## src/rtl/dtmf_pkg.sv

```systemverilog
package dtmf_pkg;

  typedef enum logic [1:0] {ST_IDLE, ST_BURST, ST_GAP} burst_st_e;

  // nominal low-group frequency for a row index
  function automatic int row_hz(input int idx);
    case (idx)
      0:       return 697;
      1:       return 770;
      2:       return 852;
      default: return 941;
    endcase
  endfunction

  // nominal high-group frequency for a column index
  function automatic int col_hz(input int idx);
    case (idx)
      0:       return 1209;
      1:       return 1336;
      default: return 1477;
    endcase
  endfunction

  // rounded half-period in clock cycles
  function automatic int half_cnt(input int clk_hz, input int f);
    return (clk_hz + f) / (2 * f);
  endfunction

endpackage

```

## src/rtl/dtmf_tone_div.sv

```systemverilog
module dtmf_tone_div #(
  parameter int HALF_W = 12
) (
  input  logic              clk,
  input  logic              rst,
  input  logic              en,
  input  logic [HALF_W-1:0] half,
  output logic              wave
);

  logic [HALF_W-1:0] cnt;

  always_ff @(posedge clk) begin
    if (rst || !en) begin
      cnt  <= '0;
      wave <= 1'b0;
    end else if (cnt == half - HALF_W'(1)) begin
      cnt  <= '0;
      wave <= ~wave;
    end else begin
      cnt <= cnt + HALF_W'(1);
    end
  end

endmodule

```

## src/rtl/dtmf_burst_timer.sv

```systemverilog
module dtmf_burst_timer
  import dtmf_pkg::*;
#(
  parameter int MIN_CYC = 1000,
  parameter int GAP_CYC = 1000
) (
  input  logic clk,
  input  logic rst,
  input  logic tone_en,
  input  logic start,
  input  logic req_ok,
  input  logic held,
  output logic capture,
  output logic in_burst,
  output logic stay
);

  localparam int LONGEST = (MIN_CYC > GAP_CYC) ? MIN_CYC : GAP_CYC;
  localparam int CNT_W   = $clog2(LONGEST + 1);

  burst_st_e        st_q, st_d;
  logic [CNT_W-1:0] cnt_q, cnt_d;
  logic             pend_q, pend_d;
  logic             accept;

  assign accept  = tone_en && start && req_ok;
  assign capture = accept && (st_q != ST_BURST);

  always_comb begin
    st_d   = st_q;
    cnt_d  = cnt_q;
    pend_d = pend_q;
    if (!tone_en) begin
      st_d   = ST_IDLE;
      cnt_d  = '0;
      pend_d = 1'b0;
    end else begin
      case (st_q)
        ST_IDLE: begin
          if (accept) begin
            st_d  = ST_BURST;
            cnt_d = '0;
          end
        end
        ST_BURST: begin
          if (cnt_q == CNT_W'(MIN_CYC - 1)) begin
            if (!held) begin
              st_d  = ST_GAP;
              cnt_d = '0;
            end
          end else begin
            cnt_d = cnt_q + CNT_W'(1);
          end
        end
        ST_GAP: begin
          if (accept) pend_d = 1'b1;
          if (cnt_q == CNT_W'(GAP_CYC - 1)) begin
            cnt_d = '0;
            if (pend_q || accept) begin
              st_d   = ST_BURST;
              pend_d = 1'b0;
            end else begin
              st_d = ST_IDLE;
            end
          end else begin
            cnt_d = cnt_q + CNT_W'(1);
          end
        end
        default: st_d = ST_IDLE;
      endcase
    end
  end

  always_ff @(posedge clk) begin
    if (rst) begin
      st_q   <= ST_IDLE;
      cnt_q  <= '0;
      pend_q <= 1'b0;
    end else begin
      st_q   <= st_d;
      cnt_q  <= cnt_d;
      pend_q <= pend_d;
    end
  end

  assign in_burst = (st_q == ST_BURST);
  assign stay     = (st_d == ST_BURST);

endmodule

```

## src/rtl/dtmf_burst_gen.sv

```systemverilog
module dtmf_burst_gen
  import dtmf_pkg::*;
#(
  parameter int CLK_HZ   = 3579545,
  parameter int BURST_MS = 93,
  parameter int GAP_MS   = 93
) (
  input  logic       clk,
  input  logic       rst,
  input  logic       tone_en,
  input  logic       start,
  input  logic [1:0] row_idx,
  input  logic       row_vld,
  input  logic [1:0] col_idx,
  input  logic       col_vld,
  output logic       row_tone,
  output logic       col_tone,
  output logic       burst_on
);

  localparam int MIN_CYC = (CLK_HZ * BURST_MS) / 1000;
  localparam int GAP_CYC = (CLK_HZ * GAP_MS) / 1000;
  localparam int HALF_W  = $clog2(half_cnt(CLK_HZ, 697) + 1);
  localparam int N_KEY   = 4;

  logic [HALF_W-1:0] row_tab [N_KEY];
  logic [HALF_W-1:0] col_tab [N_KEY];

  for (genvar g = 0; g < N_KEY; g++) begin : g_tab
    localparam int RH = half_cnt(CLK_HZ, row_hz(g));
    localparam int CH = half_cnt(CLK_HZ, col_hz(g));
    assign row_tab[g] = HALF_W'(RH);
    assign col_tab[g] = HALF_W'(CH);
  end

  logic       col_ok, req_ok, held;
  logic       capture, in_burst, stay;
  logic [1:0] row_sel, col_sel;
  logic       row_on, col_on;

  assign col_ok = col_vld && (col_idx != 2'd3);
  assign req_ok = row_vld || col_ok;
  assign held   = row_vld || col_vld;

  dtmf_burst_timer #(
    .MIN_CYC(MIN_CYC),
    .GAP_CYC(GAP_CYC)
  ) timer_i (
    .clk     (clk),
    .rst     (rst),
    .tone_en (tone_en),
    .start   (start),
    .req_ok  (req_ok),
    .held    (held),
    .capture (capture),
    .in_burst(in_burst),
    .stay    (stay)
  );

  always_ff @(posedge clk) begin
    if (rst) begin
      row_sel <= '0;
      col_sel <= '0;
      row_on  <= 1'b0;
      col_on  <= 1'b0;
    end else if (capture) begin
      row_sel <= row_idx;
      col_sel <= col_idx;
      row_on  <= row_vld;
      col_on  <= col_ok;
    end
  end

  dtmf_tone_div #(.HALF_W(HALF_W)) row_div_i (
    .clk (clk),
    .rst (rst),
    .en  (in_burst && stay && row_on),
    .half(row_tab[row_sel]),
    .wave(row_tone)
  );

  dtmf_tone_div #(.HALF_W(HALF_W)) col_div_i (
    .clk (clk),
    .rst (rst),
    .en  (in_burst && stay && col_on),
    .half(col_tab[col_sel]),
    .wave(col_tone)
  );

  assign burst_on = in_burst;

endmodule

```

## config.mk

```make
export PLATFORM = sky130hd
export DESIGN_NAME = dtmf_burst_gen
export DESIGN_NICKNAME = d
export VERILOG_FILES = /design/src/rtl/dtmf_pkg.sv /design/src/rtl/dtmf_tone_div.sv /design/src/rtl/dtmf_burst_timer.sv /design/src/rtl/dtmf_burst_gen.sv
export SDC_FILE = /design/constraint.sdc
export NUM_CORES = 1
export LEC_CHECK = 0
export ABC_AREA = 1
export BUFFER_PORTS_ARGS = -buffer_cell sky130_fd_sc_hd__buf_2
export CAP_MARGIN = 10
export CORE_UTILIZATION = 56
export DETAILED_ROUTE_END_ITERATION = 8
export GPL_TIMING_DRIVEN = 0
export PLACE_DENSITY = 0.76
export SLEW_MARGIN = 20
export SYNTH_ARGS = -nofsm -noshare
export SYNTH_HDL_FRONTEND = slang
export SYNTH_SLANG_ARGS = --single-unit
```

## constraint.sdc

```tcl
create_clock -name clk -period 1.54 [get_ports clk]
set_input_delay 0.154 -clock clk [delete_from_list [all_inputs] [get_ports clk]]
set_output_delay 0.154 -clock clk [all_outputs]
set_load 0.05 [all_outputs]
```

# ---- Word-level counts from Yosys, hierarchy flattened
# Index checks and enable logic that the tools add are counted.
dict set report op_classes {
  addsub 5
  multipliers 0
  n_div 0
  order_cmp 2
  n_eq_ne 10
  shift 0
  mux 21
  bitwise 5
  n_reduce_logical 20
}
# op count
set op_table {}
lappend op_table {{two-way mux 19 bit} 4}
lappend op_table {{case mux 19 bit (3 select lines)} 1}
lappend op_table {{binary-select mux 12 bit (select 2 bit)} 2}
lappend op_table {{two-way mux 12 bit} 4}
lappend op_table {{adder 12 x 1 -> 12 bit, second input constant} 2}
lappend op_table {{equality test 12 bit} 2}
lappend op_table {{subtractor 12 x 1 -> 12 bit, second input constant} 2}
lappend op_table {{adder 19 x 1 -> 19 bit, second input constant} 1}
lappend op_table {{equality test 19 bit, second input constant} 1}
lappend op_table {{two-way mux 2 bit} 5}
lappend op_table {{logical AND 1 bit} 7}
lappend op_table {{greater-or-equal comparator 3 bit, second input constant} 2}
lappend op_table {{NOT 2 -> 3 bit} 2}
lappend op_table {{case mux 2 bit (3 select lines)} 1}
lappend op_table {{OR reduction 2 bit} 3}
lappend op_table {{logical OR 1 bit} 5}
lappend op_table {{equality test 2 x 1 -> 1 bit, second input constant} 2}
lappend op_table {{two-way mux 1 bit} 4}
lappend op_table {{!= test 2 x 1 -> 1 bit, second input constant} 2}
lappend op_table {{!= test 3 bit, second input constant} 1}
lappend op_table {{NOT 1 bit} 3}
lappend op_table {{AND reduction 3 bit} 1}
lappend op_table {{nonzero test 3 bit} 1}
lappend op_table {{equality test 2 bit, second input constant} 1}
lappend op_table {{other kinds (3)} 4}
dict set report totals {
  regBits 54
  latch_bits 0
  ramBits 0
  romBits 0
  inputBits 10
  output_inout_bits 3
  wordCells 74
  n_memories 0
}

# ---- Logic depth before layout (Yosys ltp)
# Gate-level depths: netlist of the first run.
dict set report logic_depth {
  word_depth 15
  depth_mapped 15
  depth_no_buf 14
}

# ---- Hierarchy
# Synthesis of the first run repeated with hierarchy kept, for this count alone.
dict set report unflattened {
  cells_unflattened 655
  area_unflattened_um2 4120.2
}
# module instances cells_each area_each_um2 seq_area_each_um2
set modules_own_cells {}
lappend modules_own_cells {dtmf_tone_div 2 173 1087.3 260.2}
lappend modules_own_cells {dtmf_burst_timer 1 259 1610.3 440.4}
lappend modules_own_cells {dtmf_burst_gen 1 50 335.3 120.1}

# ---- Least setup slack after synthesis of the first run
# OpenSTA, ideal clock, no wires.
dict set report synth_timing {
  path_type {reg-to-reg}
  start {register timer_i.st_q[1]}
  end {register timer_i.cnt_q[6]}
  setup_time_ps 115
  arrival_ps 1743
  required_ps 1425
  slack_ps -318
  path_stages_with_launch 11
  path_buffers 2
  synth_period_minus_slack_ps 1858
  path_cell_list {dfxtp_1 inv_1 ha_1 inv_1 nor2_1 nand2_1 nand2_2 buf_6 buf_6 nor2_1 o21a_1}
}
dict set report synth_via {
  elab_chain_len 3
  word_cells_on_any_way 8
  classes_between {eq/ne (4); mux (1); reduce/logical (3)}
}
# item line_no
set synth_rtl {}
lappend synth_rtl {{from (decl)} dtmf_burst_timer.sv:21} ;# burst_st_e st_q, st_d;
lappend synth_rtl {{from (signal assigned)} dtmf_burst_timer.sv:80} ;# st_q <= st_d;
lappend synth_rtl {{equality test 2 x 1 -> 1 bit *} n/a}
lappend synth_rtl {{named net burst_on} dtmf_burst_gen.sv:18} ;# output logic burst_on
lappend synth_rtl {{!= test 3 bit (no source line) or nonzero test 3 bit (tied branches)} n/a}
lappend synth_rtl {{AND reduction 3 bit (no source line)} n/a}
lappend synth_rtl {{to (signal assigned)} dtmf_burst_timer.sv:81} ;# cnt_q <= cnt_d;
lappend synth_rtl {{to (decl)} dtmf_burst_timer.sv:22} ;# logic [CNT_W-1:0] cnt_q, cnt_d;
# Mark *: on every way through the listed nets, which the timed path passes. The rest lies on a longest branch.
# A chain may end at the register's enable or synchronous reset.

# ---- Worst setup path in the final report of the first run
dict set report layout_timing {
  start {register timer_i.cnt_q[1]}
  end {register timer_i.cnt_q[11]}
}
dict set report layout_via {
  elab_chain_len 3
  word_cells_on_any_way 7
  classes_between {add/sub (1); eq/ne (2); mux (3); reduce/logical (1)}
}
# item line_no
set layout_rtl {}
lappend layout_rtl {{adder 19 x 1 -> 19 bit or equality test 19 bit (tied branches)} n/a}
lappend layout_rtl {{two-way mux 19 bit, or another cell as far along} dtmf_burst_timer.sv:57} ;# if (cnt_q == CNT_W'(GAP_CYC - 1)) begin
lappend layout_rtl {{case mux 19 bit (3 select lines) or AND reduction 3 bit (tied branches)} n/a}
# Several ways; a longest one is shown, not always the timed one.

==> out/results.tsv, run 1 <==
metric	value	unit
crit_cells	10	
finalPower	2680	µW
mostFrequentLayoutCells	nand2_1 (65), nor2_1 (53), inv_1 (50)	
p_sw_frac	0.242	
mostFrequentLayoutCell	nand2_1	
wl_per_cell	15.0	µm
numClockSinks	54	
hold_path.class	input port to flip-flop	
dp_hpwl	5.30	mm
yosysSeqAreaShare	0.331	
areaGrowthSynthToFinish	32.5	%
critPathTopFamily	simple AND/OR/NAND/NOR gates	
crit_path_max_fanout	4	
antenna_found_initial	0	
max_freq	529	MHz
synth_top_area_frac	0.331	
comb_power_share	0.115	
setup_ws	-0.351	ns
die_y	78.4	µm
gp_congestion	0.912	
clock_skew	0.00912	ns
synth_cell_type_count	34	
grt_pass1_wl	14.1	mm
crit_type	flip-flop to flip-flop	
wl_met3	438	µm
cts_hold_buffers	0	
status	finished with violations	
drtAntennaViolNets	0	
finalCriticalPeriod	1.89	ns
yosys.area.top_type	dfxtp_1	
placement_rows	27	
drt_pre_antenna_iters	5	
critPathLaunchType	flip-flop	
clock-root-buffer	clkbuf_8	
clock_power_share	0.357	
htreeDepth	2	
syn_inst	462	
clk_pin_slew	0.10	ns
sequentialPowerShare	0.528	
m1WireLength	3.57	mm
drt_iter0_drc	167	
cp_slowest_stage_delay	0.36	ns
path_cells	buf_4, buf_4, nand3_1, nor2_1, inv_1, nor4_1, o21ai_0, nand2_1, nand2_1, o21a_1	
initial_core_util	0.587	
worst_slew_pin_slew	0.869	ns
setup_viol	45	
drt-vias-per-instance	5.56	
dr_wl_met2	4.57	mm
ir_worst_vdd	0.000500	V
max_cap_violations	0	
worstSetupEndpointType	flip-flop	
antenna_cells	0	
synth.area.top_cells	dfxtp_1 (33%), nand2_1 (8.8%), nor2_1 (7.3%)	
r2r_cells	10	
ys_seq_elements	54	
portBuffers	12	
setup-tns-final	-9.46	ns
grt_max_degree	17	
startpoint	timer_i.cnt_q[1]$_SDFFE_PP0P_	
vias	3256	
layout_worst_path_cycle_share	1.23	
gr-usage-all-layers	0.290	
intPower	2030	µW
die_x	78.4	µm
worstSkewPairLatency	0.31	ns
p_per_area	619	mW/mm²
worstPathArrival	2.10	ns
finalHoldViolations	0	
synth_fp_nets	485	
yosysWarningCount	0	
p_leak	0.00160	µW
ios	13	
cp.required	1.75	ns
grt_setup_unrepaired	true	
cts_buffers	5	
clock_path_buffers	2	
worstSetupEndpoint	timer_i.cnt_q[11]$_SDFFE_PP0P_	
regToRegEndpoint	timer_i.cnt_q[11]$_SDFFE_PP0P_	
fin_nets	536	
slowest_stage	dfxtp_2	
synth.avg_cell_area	7.08	µm²
grt_pass1_vias	3163	
holdWs	0.0535	ns
slew_headroom	0.418	
cts_tree	yes	
hp-start	rst	
drive_gt1_frac	0.362	
r2r_slack	-0.35	ns
critPathBufInv	3	
violations	negative setup slack	
grt-ovfl-total	0	
net-switching-power	648	µW
syn_area	0.00327	mm²
timing.rr.start	timer_i.cnt_q[1]$_SDFFE_PP0P_	
slew_violations	0	
die-area	0.00615	mm²
core_area	0.00557	mm²
top_layer_used	met4	
route.detailed.drc	0	
routed_wl	8.79	mm
cell families (layout without fill, tap and decap cells):
group                    after synthesis  after routing  synth area share
AND/OR/NAND/NOR                      246            246             0.355
adder cells (fa/ha/maj)               13             13            0.0498
buffers and inverters                 69            120            0.0884
AO/OA/AOI/OAI                         49             50            0.0930
XOR/XNOR                              31             31            0.0830
flip-flops                            54             54             0.331
what timing repair did:
item / 4_1_cts / 5_1_grt
pin swaps: 20 / 9
resized for setup: 93 / 26
endpoints found under the setup margin: 45 / 49
gates cloned: 4 / 1
buffers inserted: 23 / 4
area by class of cell:
type	instances	area [µm²]
Inverter	65	262
Multi-Input combinational cell	340	2240
Fill cell	385	1240
Buffer	4	70.1
Sequential cell	54	1120
Timing Repair Buffer	43	443
Tap cell	72	90.1
Clock inverter	2	37.5
Clock buffer	6	72.6
routing by layer:
| layer | vias to the layer above | GRT usage |
|---|---|---|
| met5 | - | 0 |
| met3 | 25 | 0.0477 |
| met2 | 133 | 0.532 |
| met1 | 1523 | 0.335 |
| li1 | 1575 | - |
| met4 | 0 | 0.107 |
metrics by stage:
| stage | std cells | setup WS, ns | area [µm²] | util |
|---|---|---|---|---|
| floorplan | 462 | -0.0448 | 3330 | - |
| global placement | 546 | -0.269 | 3480 | 0.624 |
| detailed placement | 546 | -0.300 | 3480 | 0.624 |
| CTS | 581 | -0.243 | 4180 | 0.750 |
| global route | 586 | -0.397 | 4330 | 0.777 |
| finish | 586 | -0.351 | 4330 | 0.777 |
registers in the layout, indices dropped and copies added, names as in the netlist, 2 cells and up:
name	flops
timer_i.cnt_q	19
col_sel	2
timer_i.st_q	2
row_sel	2
col_div_i.cnt	12
row_div_i.cnt	12
power by group through the flow:
stage	clock network, µW	logic, µW	registers, µW
2_1_floorplan	0	134	1450
3_3_place_gp	0	176	1460
3_5_place_dp	0	180	1460
4_1_cts	971	291	1410
5_1_grt	1030	333	1420
6_report	956	308	1410
worst min path at each step:
stage | depth (start not counted) | endpoint | slack (ns)
floorplan | 1 | timer_i.st_q[1]$_SDFF_PP0_ | 0.23
global placement | 2 | timer_i.st_q[1]$_SDFF_PP0_ | 0.36
detailed placement | 2 | timer_i.st_q[1]$_SDFF_PP0_ | 0.37
CTS | 2 | timer_i.st_q[1]$_SDFF_PP0_ | 0.03
global route | 2 | timer_i.st_q[1]$_SDFF_PP0_ | 0.05
finish | 2 | timer_i.st_q[1]$_SDFF_PP0_ | 0.05
synthesized netlist by cell type, drive strengths merged:
master and instances:
nor2 91, nand2 85, inv 65, dfxtp 54
nand3 32, a21oi 20, nor3 20, xor2 20
o21ai 15, ha 13, xnor2 11, nand4 10
a211oi 4, buf 4, a31oi 2, nor3b 2
nor4 2, o21a 2, o21bai 2, or2 2
a21boi 1, a21o 1, a22oi 1, and2 1
nand3b 1, o31ai 1
Power figures use the tool's default switching activity.
==> run 2: changes to the inputs <==
--- a/config.mk
+++ b/config.mk
@@ -5,13 +5,12 @@
 export SDC_FILE = /design/constraint.sdc
 export NUM_CORES = 1
 export LEC_CHECK = 0
-export ABC_AREA = 1
 export BUFFER_PORTS_ARGS = -buffer_cell sky130_fd_sc_hd__buf_2
 export CAP_MARGIN = 10
-export CORE_UTILIZATION = 56
+export CORE_UTILIZATION = 55
 export DETAILED_ROUTE_END_ITERATION = 8
 export GPL_TIMING_DRIVEN = 0
-export PLACE_DENSITY = 0.76
+export PLACE_DENSITY = 0.75
 export SLEW_MARGIN = 20
 export SYNTH_ARGS = -nofsm -noshare
 export SYNTH_HDL_FRONTEND = slang
==> out/results.tsv, run 2 <==
metric	value	unit	change
syn_inst	331		was 462
fin_nets	403		was 536
synth.top_cells.by_count	dfxtp_1 (54), nor2_1 (30), xnor2_1 (22)		was nand2_1 (77), nor2_1 (64), inv_1 (62)
initial_core_util	0.573		was 0.587
antenna_cells	0		unchanged
synth_xor_area_frac	0.114		was 0.0830
p_per_area	616	mW/mm²	was 619 mW/mm²
final_cell_count_no_fill	451		was 586
drtAntennaViolNets	0		unchanged
r2r_cells	5		was 10
critPathTopFamily	simple AND/OR/NAND/NOR gates		unchanged
synth.avg_cell_area	8.85	µm²	was 7.08 µm²
comb_power_share	0.090		was 0.115
syn_area	0.00293	mm²	was 0.00327 mm²
max_freq	490	MHz	was 529 MHz
synth_top_family_by_area	simple AND/OR/NAND/NOR gates		unchanged
gr-usage-all-layers	0.280		was 0.290
portBuffers	11		was 12
mostFrequentLayoutCell	dfxtp_1		was nand2_1
synth_top_area_frac	0.369		was 0.331
cts_tree	yes		unchanged
synth_cell_type_count	53		was 34
slew_violations	0		unchanged
slew_headroom	0.614		was 0.418
hold_path.class	input port to flip-flop		unchanged
async_reset_ff_frac	0		unchanged
numClockSinks	54		unchanged
grt-ovfl-total	0		unchanged
worstSetupEndpointType	flip-flop		unchanged
cp_slowest_stage_delay	0.48	ns	was 0.36 ns
p_sw_frac	0.249		was 0.242
ios	13		unchanged
wl_per_cell	18.2	µm	was 15.0 µm
clock_power_share	0.336		was 0.357
vias	2776		was 3,256
setup_viol	48		was 45
largest_register_ff_count	19		unchanged
mostFrequentLayoutCells	dfxtp_1 (36), buf_4 (24), xnor2_1 (22)		was nand2_1 (65), nor2_1 (53), inv_1 (50)
violations	negative setup slack		unchanged
p_leak	0.00128	µW	was 0.00160 µW
final_cell_area	0.00397	mm²	was 0.00433 mm²
clock_path_buffers	2		unchanged
drive_gt1_frac	0.391		was 0.362
grt_pass1_wl	11.9	mm	was 14.1 mm
max_cap_violations	0		unchanged
clock-root-buffer	clkbuf_8		unchanged
core_area	0.00511	mm²	was 0.00557 mm²
die_x	75.0	µm	was 78.4 µm
crit_path_max_fanout	6		was 4
clock_skew	0.0100	ns	was 0.00912 ns
synthAdderAreaFrac	0.0555		was 0.0498
grt_pass1_vias	2603		was 3,163
cts_buffers	5		unchanged
cts_hold_buffers	0		unchanged
crit_type	flip-flop to flip-flop		unchanged
synth_compound_area_frac	0.0906		was 0.0930
status	finished with violations		unchanged
placement_rows	26		was 27
slowest_stage	or3_2		was dfxtp_2
grt_setup_unrepaired	true		unchanged
finalCriticalPeriod	2.04	ns	was 1.89 ns
ys_seq_elements	54		unchanged
fillers	335		was 385
antenna_found_initial	0		unchanged
path_cells	and2_1, nand4_1, or3_2, o311ai_0, nand3_1		was buf_4, buf_4, nand3_1, nor2_1, inv_1, nor4_1, o21ai_0, nand2_1, nand2_1, o21a_1
worstSkewPairLatency	0.31	ns	about the same
synth_most_common_cell	dfxtp_1		was nand2_1
placed_area	0.00314	mm²	was 0.00348 mm²
hp-start	row_idx[1]		was rst
top_regs	timer_i.cnt_q: 19 flops, col_div_i.cnt: 12 flops, row_div_i.cnt: 12 flops		unchanged
yosysSeqAreaShare	0.369		was 0.331
intPower	1840	µW	was 2030 µW
cp.required	1.71	ns	was 1.75 ns
dp.cells	412		was 546
hold_depth	3		was 2
worstPathArrival	2.21	ns	was 2.10 ns
dp_hpwl	4.53	mm	was 5.30 mm
clk_pin_slew	0.10	ns	about the same
layout_worst_path_cycle_share	1.32		was 1.23
route.detailed.drc	0		unchanged
drt-vias-per-instance	6.16		was 5.56
synth.area.top_cells	dfxtp_1 (37%), xnor2_1 (6.6%), ha_1 (5.6%)		was dfxtp_1 (33%), nand2_1 (8.8%), nor2_1 (7.3%)
regMostFlops	timer_i.cnt_q		unchanged
die-area	0.00562	mm²	was 0.00615 mm²
yosys.area.top_type	dfxtp_1		unchanged
critPathLaunchType	flip-flop		unchanged
finalPower	2440	µW	was 2680 µW
synth_ff_type	dfxtp_1		unchanged
min_to	row_sel[1]$_SDFFE_PP0P_		was timer_i.st_q[1]$_SDFF_PP0_
drt_iter0_drc	194		was 167
worst_slew_pin_slew	0.573	ns	was 0.869 ns
die_y	75.0	µm	was 78.4 µm
synth_edf_count	0		unchanged
finalHoldViolations	0		unchanged
r2r_slack	-0.50	ns	was -0.35 ns
drt_pre_antenna_iters	4		was 5
htreeDepth	2		unchanged
regToRegEndpoint	timer_i.cnt_q[11]$_SDFFE_PP0P_		unchanged
gp_congestion	0.837		was 0.912
yosysWarningCount	0		unchanged
timing.rr.start	timer_i.cnt_q[2]$_SDFFE_PP0P_		was timer_i.cnt_q[1]$_SDFFE_PP0P_
yosys.area_share.simple	0.320		was 0.355
areaGrowthSynthToFinish	35.4	%	was 32.5%
ir_worst_vdd	0.000336	V	was 0.000500 V
sequentialPowerShare	0.573		was 0.528
setup_ws	-0.499	ns	was -0.351 ns
routed_wl	8.19	mm	was 8.79 mm
grt_max_degree	16		was 17
critPathBufInv	0		was 3
net-switching-power	608	µW	was 648 µW
synthMuxAreaShare	0.0205		was 0
synth_fp_nets	354		was 485
## run 2: changes by cell type in the layout (fill, tap and decap cells not counted), sizes merged, moves of 11 or more
cell | before | now
inv | 65 | 11
nand2 | 85 | 13
nand3 | 32 | 20
nor2 | 91 | 30
nor4 | 2 | 16
xnor2 | 11 | 22
## run 2: repair_timing
item / 4_1_cts / 5_1_grt
endpoints found under the setup margin: 48 / 54
pin swaps: 15 / 26
resized for setup: 68 / 60
cloned: 2 / 2
setup buffers: 23 / 6
## run 2: cell families (layout without fill, tap and decap cells)
family | count (synthesis) | count (layout)
AND/OR/NAND/NOR | 157 | 157
flip-flops | 54 | 54
AO/OA/AOI/OAI | 40 | 40
XOR/XNOR | 38 | 38
buffers and inverters | 23 | 73
adder cells (fa/ha/maj) | 13 | 13
multiplexers | 6 | 6
## run 2: tightest hold or removal path, stage by stage
cell     delay, ns
buf_2         0.07
mux2i_1       0.05
nor2_1        0.07
## run 2: worst max-delay path by stage
stage / end / cells past startpoint / start
global route: col_div_i.cnt[1]$_SDFF_PP0_ / 8 / timer_i.cnt_q[11]$_SDFFE_PP0P_
finish: timer_i.cnt_q[11]$_SDFFE_PP0P_ / 5 / timer_i.cnt_q[2]$_SDFFE_PP0P_
CTS: timer_i.cnt_q[15]$_SDFFE_PP0P_ / 5 / timer_i.cnt_q[12]$_SDFFE_PP0P_
detailed placement: timer_i.cnt_q[10]$_SDFFE_PP0P_ / 8 / timer_i.cnt_q[0]$_SDFFE_PP0P_
floorplan: timer_i.cnt_q[15]$_SDFFE_PP0P_ / 6 / timer_i.cnt_q[10]$_SDFFE_PP0P_
global placement: row_div_i.cnt[5]$_SDFF_PP0_ / 8 / timer_i.cnt_q[0]$_SDFFE_PP0P_
## run 2: metal layers
layer	track usage	routed length (µm)	vias up
met5	0	0	-
met4	0.105	305	0
met3	0.0482	369	33
met2	0.514	4270	96
met1	0.324	3240	1341
li1	-	-	1306
## run 2: stage by stage
step / utilization / setup slack (ns) / hold WS [ns] / TNS (ns)
6_report: 0.776 / -0.499 / 0.0724 / -21.07
5_1_grt: 0.776 / -0.535 / 0.118 / -23.28
4_1_cts: 0.714 / -0.484 / 0.0761 / -17.99
3_5_place_dp: 0.615 / -0.984 / 0.396 / -41.31
3_3_place_gp: 0.615 / -0.968 / 0.393 / -39.91
2_1_floorplan: - / -0.530 / 0.301 / -19.24
## run 2: final cells by class
type                            instances  area (µm²)  area share
Clock inverter                          1        5.00     0.00126
Inverter                               12        50.0      0.0126
Sequential cell                        54        1130       0.284
Clock buffer                            7        86.3      0.0218
Multi-Input combinational cell        254        2160       0.545
Tap cell                               70        87.6      0.0221
Timing Repair Buffer                   44         354      0.0893
Buffer                                  9        93.8      0.0237
## run 2: power by group through the flow
stage	logic, µW	clock network, µW	registers [µW]
floorplan	98.7	0	1440
global placement	142	0	1450
detailed placement	143	0	1450
CTS	185	830	1400
global route	233	881	1400
finish	221	822	1400
